### config.mk
export PLATFORM = sky130hd
export DESIGN_NAME = stat_dword_ctl
export DESIGN_NICKNAME = d
export VERILOG_FILES = /design/src/rtl/stat_dword_pkg.sv /design/src/rtl/cc_eval.sv /design/src/rtl/blk_state.sv /design/src/rtl/priv_guard.sv /design/src/rtl/stat_dword_ctl.sv
export SDC_FILE = /design/constraint.sdc
export NUM_CORES = 1
export LEC_CHECK = 0
export CAP_MARGIN = 25
export CORE_UTILIZATION = 34
export DETAILED_ROUTE_END_ITERATION = 7
export GPL_TIMING_DRIVEN = 1
export MAX_ROUTING_LAYER = met4
export PLACE_DENSITY_LB_ADDON = 0.1
export SLEW_MARGIN = 20
export SYNTH_ARGS = -nofsm -noshare
export SYNTH_HDL_FRONTEND = slang
export SYNTH_SLANG_ARGS = --single-unit
### constraint.sdc
create_clock -name clk -period 2.5 [get_ports clk]
set_input_delay 0.25 -clock clk [delete_from_list [all_inputs] [get_ports clk]]
set_output_delay 0.25 -clock clk [all_outputs]
set_load 0.005 [all_outputs]
### src/rtl/stat_dword_pkg.sv
package stat_dword_pkg;
  localparam int SW_W   = 64;
  localparam int PC_LO  = 8;
  localparam int PC_HI  = 30;
  localparam int PC_W   = PC_HI - PC_LO + 1;
  localparam int PIX_LO = 50;
  localparam int PIX_W  = SW_W - PIX_LO;
  localparam int CC_W   = 4;
  localparam int RSV_SOLO = 31;
  localparam int RSV_LO = 33;
  localparam int RSV_HI = 46;

  typedef enum logic [1:0] {
    BLK_OPEN   = 2'b00,
    BLK_SHUT   = 2'b01,
    BLK_HOLD_A = 2'b10,
    BLK_HOLD_B = 2'b11
  } blk_cmd_e;

  function automatic logic [0:SW_W-1] rsv_mask();
    logic [0:SW_W-1] m;
    m = '0;
    m[RSV_SOLO] = 1'b1;
    for (int i = RSV_LO; i <= RSV_HI; i++) m[i] = 1'b1;
    return m;
  endfunction

  function automatic logic [0:SW_W-1] reset_word();
    logic [0:SW_W-1] w;
    w = '0;
    w[0] = 1'b1;
    return w;
  endfunction
endpackage

### src/rtl/cc_eval.sv
module cc_eval #(
  parameter int RES_W = 32
) (
  input  logic [RES_W-1:0]     result,
  input  logic                 exc,
  output logic [0:stat_dword_pkg::CC_W-1] cc
);
  logic is_zero;
  logic is_neg;

  assign is_zero = (result == '0);
  assign is_neg  = result[RES_W-1];

  always_comb begin
    if (exc)          cc = 4'b1000;
    else if (is_zero) cc = 4'b0001;
    else if (is_neg)  cc = 4'b0010;
    else              cc = 4'b0100;
  end
endmodule

### src/rtl/blk_state.sv
module blk_state (
  input  logic       clk,
  input  logic       rst,
  input  logic       load_valid,
  input  logic [1:0] cmd,
  output logic       blocked
);
  import stat_dword_pkg::*;

  blk_cmd_e cmd_e;
  assign cmd_e = blk_cmd_e'(cmd);

  always_ff @(posedge clk) begin
    if (rst) begin
      blocked <= 1'b0;
    end else if (load_valid) begin
      case (cmd_e)
        BLK_OPEN: blocked <= 1'b0;
        BLK_SHUT: blocked <= 1'b1;
        default:  blocked <= blocked;
      endcase
    end
  end

  assert_hold_cmd_R5: assert property (@(posedge clk) disable iff (rst)
    (load_valid && cmd[1]) |=> $stable(blocked));
  assert_shut_cmd_R5: assert property (@(posedge clk) disable iff (rst)
    (load_valid && cmd == 2'b01) |=> blocked);
  assert_open_cmd_R5: assert property (@(posedge clk) disable iff (rst)
    (load_valid && cmd == 2'b00) |=> !blocked);
  assert_no_load_R5: assert property (@(posedge clk) disable iff (rst)
    !load_valid |=> $stable(blocked));
endmodule

### src/rtl/priv_guard.sv
module priv_guard (
  input  logic clk,
  input  logic rst,
  input  logic instr_valid,
  input  logic instr_priv,
  input  logic priv_bit,
  output logic priv_trap,
  output logic instr_go
);
  logic violate;
  assign violate = instr_valid & instr_priv & ~priv_bit;

  always_ff @(posedge clk) begin
    if (rst) begin
      priv_trap <= 1'b0;
      instr_go  <= 1'b0;
    end else begin
      priv_trap <= violate;
      instr_go  <= instr_valid & ~violate;
    end
  end

  assert_trap_blocks_exec_R7: assert property (@(posedge clk) disable iff (rst)
    priv_trap |-> !instr_go);
  assert_open_instr_no_trap_R8: assert property (@(posedge clk) disable iff (rst)
    (instr_valid && !instr_priv) |=> (instr_go && !priv_trap));
  assert_idle_quiet_R8: assert property (@(posedge clk) disable iff (rst)
    !instr_valid |=> (!instr_go && !priv_trap));
endmodule

### src/rtl/stat_dword_ctl.sv
module stat_dword_ctl #(
  parameter int RES_W = 32
) (
  input  logic                  clk,
  input  logic                  rst,
  input  logic                  alu_valid,
  input  logic [RES_W-1:0]      alu_result,
  input  logic                  alu_exc,
  input  logic                  load_valid,
  input  logic [0:63]           load_word,
  input  logic                  instr_valid,
  input  logic                  instr_priv,
  output logic [0:63]           status_word,
  output logic                  privileged,
  output logic [3:0]            cond_code,
  output logic                  ext_addr,
  output logic                  base_mode,
  output logic                  arith_trap_en,
  output logic [22:0]           prog_ctr,
  output logic                  right_half,
  output logic                  mapped,
  output logic                  keep_map,
  output logic [13:0]           proc_index,
  output logic                  blocked,
  output logic                  priv_trap,
  output logic                  instr_go
);
  import stat_dword_pkg::*;

  localparam logic [0:SW_W-1] RSV_MASK = rsv_mask();
  localparam logic [0:SW_W-1] RST_WORD = reset_word();

  logic [0:SW_W-1] word_q;
  logic [0:CC_W-1] cc_next;

  cc_eval #(.RES_W(RES_W)) u_cc (
    .result (alu_result),
    .exc    (alu_exc),
    .cc     (cc_next)
  );

  blk_state u_blk (
    .clk        (clk),
    .rst        (rst),
    .load_valid (load_valid),
    .cmd        (load_word[48:49]),
    .blocked    (blocked)
  );

  priv_guard u_guard (
    .clk         (clk),
    .rst         (rst),
    .instr_valid (instr_valid),
    .instr_priv  (instr_priv),
    .priv_bit    (word_q[0]),
    .priv_trap   (priv_trap),
    .instr_go    (instr_go)
  );

  always_ff @(posedge clk) begin
    if (rst) begin
      word_q <= RST_WORD;
    end else if (load_valid) begin
      word_q <= load_word & ~RSV_MASK;
    end else if (alu_valid) begin
      word_q[1:CC_W] <= cc_next;
    end
  end

  assign status_word   = word_q;
  assign privileged    = word_q[0];
  assign cond_code     = word_q[1:CC_W];
  assign ext_addr      = word_q[5];
  assign base_mode     = word_q[6];
  assign arith_trap_en = word_q[7];
  assign prog_ctr      = word_q[PC_LO:PC_HI];
  assign right_half    = word_q[PC_HI];
  assign mapped        = word_q[32];
  assign keep_map      = word_q[47];
  assign proc_index    = word_q[PIX_LO:SW_W-1];

  assert_reset_state_R1: assert property (@(posedge clk)
    $past(rst) |-> (word_q == RST_WORD && !blocked));
  assert_cc_single_R2: assert property (@(posedge clk) disable iff (rst)
    (alu_valid && !load_valid) |=> ($countones(word_q[1:CC_W]) == 1));
  assert_cc_exc_R2: assert property (@(posedge clk) disable iff (rst)
    (alu_valid && !load_valid && alu_exc) |=> word_q[1]);
  assert_cc_other_bits_R2: assert property (@(posedge clk) disable iff (rst)
    (alu_valid && !load_valid) |=> ($stable(word_q[0]) && $stable(word_q[CC_W+1:SW_W-1])));
  assert_idle_hold_R3: assert property (@(posedge clk) disable iff (rst)
    (!alu_valid && !load_valid) |=> $stable(word_q));
  assert_reserved_zero_R4: assert property (@(posedge clk) disable iff (rst)
    (!word_q[RSV_SOLO] && word_q[RSV_LO:RSV_HI] == '0));
  assert_load_wins_R6: assert property (@(posedge clk) disable iff (rst)
    load_valid |=> (word_q[1:CC_W] == $past(load_word[1:CC_W])));
endmodule

# Word-level counts from Yosys, hierarchy flattened
# Index checks and enable logic that the tools add are counted.
[word_totals]
ff_bits = 52
input_bits = 103
out_inout_bits = 115
[classes]
n_eq_ne = 1
n_mux = 6
bitwise_logic = 5
reduce_logical = 5
[ops]
columns = ["op", "n"]
rows = [
  ["$logic_not 32->1", 1],
  ["$mux 4", 4],
  ["$reduce_bool 2->1", 2],
  ["$and 1x1->1", 3],
  ["$mux 3", 1],
  ["$eq 2x1->1 const B", 1],
  ["$logic_not 2->1", 1],
  ["$not 1->1", 2],
  ["$pmux 1 s2", 1],
  ["$reduce_and 2->1", 1],
]

# Longest topological paths before layout
[logic_depth]
depth_word = 5
mapped_depth = 5

# Modules after synthesis
# Synthesis repeated with hierarchy kept, for this count alone.
[hier_totals]
cells_unflattened = 253
hier_area_um2 = 2538.7
[modules_own_cells]
columns = ["mod", "n_inst", "cells_per_inst", "area_per_inst_um2"]
rows = [
  ["stat_dword_ctl", 1, 228, 2321.0],
  ["cc_eval", 1, 15, 92.6],
  ["priv_guard", 1, 5, 75.1],
  ["blk_state", 1, 5, 50.0],
]

# Least setup slack after synthesis
# Ideal clock, no wire load.
[synth_path]
path_kind = "input-to-reg"
from = "in rst"
to = "reg word_q (netlist bit status_word[4])"
setup_ns = 0.092
t_arrival_ns = 1.027
t_required_ns = 2.408
slack_ns = 1.380
stages = 3
path_buffers = 1
path_cell_list = "buf_6 -> or4b_1 -> o32ai_1"
[synth_rtl]
columns = ["element", "line", "text"]
rows = [
  ["start: declaration", "stat_dword_ctl.sv:5", "input logic rst,"],
  ["end signal: assignment", "stat_dword_ctl.sv:64", "word_q <= load_word & ~RSV_MASK;"],
  ["end signal: indexed assignment", "stat_dword_ctl.sv:66", "word_q[1:CC_W] <= cc_next;"],
  ["end: declaration", "stat_dword_ctl.sv:33", "logic [0:SW_W-1] word_q;"],
]

# Worst setup path after layout
[layout_path]
from = "reg word_q (netlist bit status_word[30])"
to = "out right_half"
[layout_rtl]
columns = ["element", "line", "text"]
rows = [
  ["end: declaration", "stat_dword_ctl.sv:20", "output logic right_half,"],
]
# No word-level cell between the ends.

==> out/metrics.cfg <==
[timing]
period_needed_ns = 1.458
totalNegativeSetupSlack_ns = 0
clock_skew_ns = 0.003060
hold_violations = 0
fmaxAchievable_mhz = 686.0
finalSetupViolCount = 0
worst_slack_ns = 1.042
rsz0062_at_grt = no
period_share_pct = 58.31
slew_headroom_pct = 58.88
final_max_slew_viol_count = 0
worst_pin_slew_ns = 0.6168

[clock_tree]
clock_path_buffers = 2
cts_inserted_buffers = 5
post_cts_buffers = 0
cts.sinks = 52
cts_tree = done
cts_resized = 0
clkLatencyLatePin_ns = 0.30
cts_hold_buf = 0
cts.htree.levels = 2
path_clk_slew_ns = 0.09
cts-root-buf = clkbuf_8

[grt]
grt_util_met1_pct = 18.28
first_global_vias = 2008
grt_overflow = 0
grt_max_degree = 32
use_met2_pct = 28.86
grt_util_met3_pct = 4.952
grt_pass1_wl_um = 9480
antenna_found_initial = 0
grtUsageTotal_pct = 16.67
grt.busiest_layer = met2

[hold_path]
holdCritStartpoint = rst
hold_path.class = in2reg
hold_depth = 2
hold_end = status_word[21]$_SDFFE_PP0P_

[routing]
drtPass1Iterations = 4
ant_nets = 0
routedWlPerCell_um = 12.84
viasPerCell = 4.276
drt-initial-drc-count = 42
wl_um = 6226
via_count = 2074
route.detailed.drc = 0

[worst_setup_path]
start_kind = flip-flop
critPathMaxFanout = 4
critical_path.top_delay_family = buffers and inverters
reg2reg_depth = 3
r2r_end = status_word[4]$_SDFFE_PP0P_
crit_buf_inv = 1
slowest_delay_ns = 0.52
regToRegSetupSlack_ns = 1.66
crit_path_top_delay_cell = clkdlybuf4s50_1
arrival_ns = 1.21
cp.required_ns = 2.25
worstSetupPathType = reg2out
rr_startpoint = status_word[4]$_SDFFE_PP0P_
crit_chain = clkdlybuf4s50_1
end_kind = output port

[placement]
routabilityCongestion = 0.6927
dp_hpwl_um = 4819
io_buffers = 187
dpl_cell_area_sq_um = 3941
place_ws_ns = 0.8572

[finish]
final_net_count = 491
finalCoreUtilization_pct = 60.02
n_antenna_cell = 0
drive_gt1_share_pct = 3.599
layout_commonest_cell = clkdlybuf4s50_1
final_cell_mix = clkdlybuf4s50_1 (185), dfxtp_1 (52), nor2_1 (49)
areaGrowthSynthToFinish_pct = 70.15
design_area_sq_um = 4100

[synthesis]
synth-seq-cells = 52
syn_avg_cell_area_sq_um = 9.601
ys_types = 19
ys_warn_count = 0
yosysSeqAreaShare_pct = 43.20
netlist_instances = 251
syn-cell-area_sq_um = 2410

[floorplan]
core_area_sq_um = 6832
initial_utilization_pct = 35.27
io_pins = 218
dieArea_sq_um = 7429
num_rows = 30
die_x_um = 86.19
die_h_um = 86.19

[run]
cap_violations = 0

[pwr]
p_leak_nw = 1.669
power.total_mw = 2.143
power_density_nw_per_um2 = 522.6
ir_drop_mv = 0.3336

[status]
outcome = completed

## state kept, by name, indices dropped and copies added, names as in the netlist
| register | flops |
|---|---|
| status_word | 49 |
| u_blk.blocked | 1 |
| u_guard.instr_go | 1 |
| u_guard.priv_trap | 1 |
## kinds of logic (layout without fill, tap and decap cells)
| family | after synthesis | after routing | synth area share, % |
|---|---|---|---|
| flip-flops | 52 | 52 | 43.20 |
| buffers and inverters | 75 | 199 | 22.12 |
| AO/OA/AOI/OAI | 8 | 8 | 2.129 |
| multiplexers | 46 | 46 | 19.11 |
| AND/OR/NAND/NOR | 69 | 69 | 13.29 |
| other | 1 | 15 | 0.1556 |
## worst max path at each step
stage	startpoint	cells past startpoint	end
2_1_floorplan	rst	3	status_word[4]$_SDFFE_PP0P_
3_3_place_gp	alu_valid	3	status_word[4]$_SDFFE_PP0P_
3_5_place_dp	alu_valid	3	status_word[4]$_SDFFE_PP0P_
4_1_cts	status_word[27]$_SDFFE_PP0P_	1	prog_ctr[3]
5_1_grt	status_word[30]$_SDFFE_PP0P_	1	right_half
6_report	status_word[30]$_SDFFE_PP0P_	1	right_half
## layout make-up
cell class,count,area [sq um]
Clock buffer,5,68.82
Clock inverter,3,90.09
Fill cell,611,2731
Multi-Input combinational cell,138,888.4
Sequential cell,52,1041
Tap cell,96,120.1
Timing Repair Buffer,191,1892
## Yosys cell counts
cell type / count / area, sq um
buf_4: 63 / 473.0
dfxtp_1: 52 / 1041
nor2_1: 49 / 183.9
mux2i_1: 46 / 460.4
nor4_1: 8 / 50.05
buf_2: 6 / 30.03
a21oi_1: 5 / 25.02
clkbuf_1: 5 / 18.77
nor2b_1: 3 / 18.77
nor3b_1: 3 / 22.52
nand4_1: 2 / 12.51
o32ai_1: 2 / 17.52
a211o_1: 1 / 8.760
and3b_1: 1 / 8.760
buf_6: 1 / 11.26
conb_1: 1 / 3.750
nand2b_1: 1 / 6.260
nand3b_1: 1 / 7.510
or4b_1: 1 / 10.01
## routing by layer
| layer | wire [um] | vias up |
|---|---|---|
| met5 | 0 | - |
| met4 | 59 | 0 |
| met3 | 533 | 6 |
| met2 | 3079 | 101 |
| met1 | 2554 | 940 |
| li1 | - | 1027 |
## power breakdown
| group | leakage (nW) | total [mW] | internal, mW | switching [mW] |
|---|---|---|---|---|
| Clock | 0.0784 | 0.777 | 0.500 | 0.276 |
| Sequential | 0.429 | 0.912 | 0.877 | 0.0349 |
| Combinational | 1.16 | 0.454 | 0.319 | 0.134 |
| Total | 1.67 | 2.14 | 1.70 | 0.446 |
## stage by stage
stage / hold slack (ns) / instances
6_report: 0.4046 / 485
4_1_cts: 0.4099 / 485
3_3_place_gp: 0.4728 / 477
5_1_grt: 0.4324 / 485
3_5_place_dp: 0.4824 / 477
2_1_floorplan: 0.3674 / 265
No activity file was read; power rests on OpenSTA's default activity.
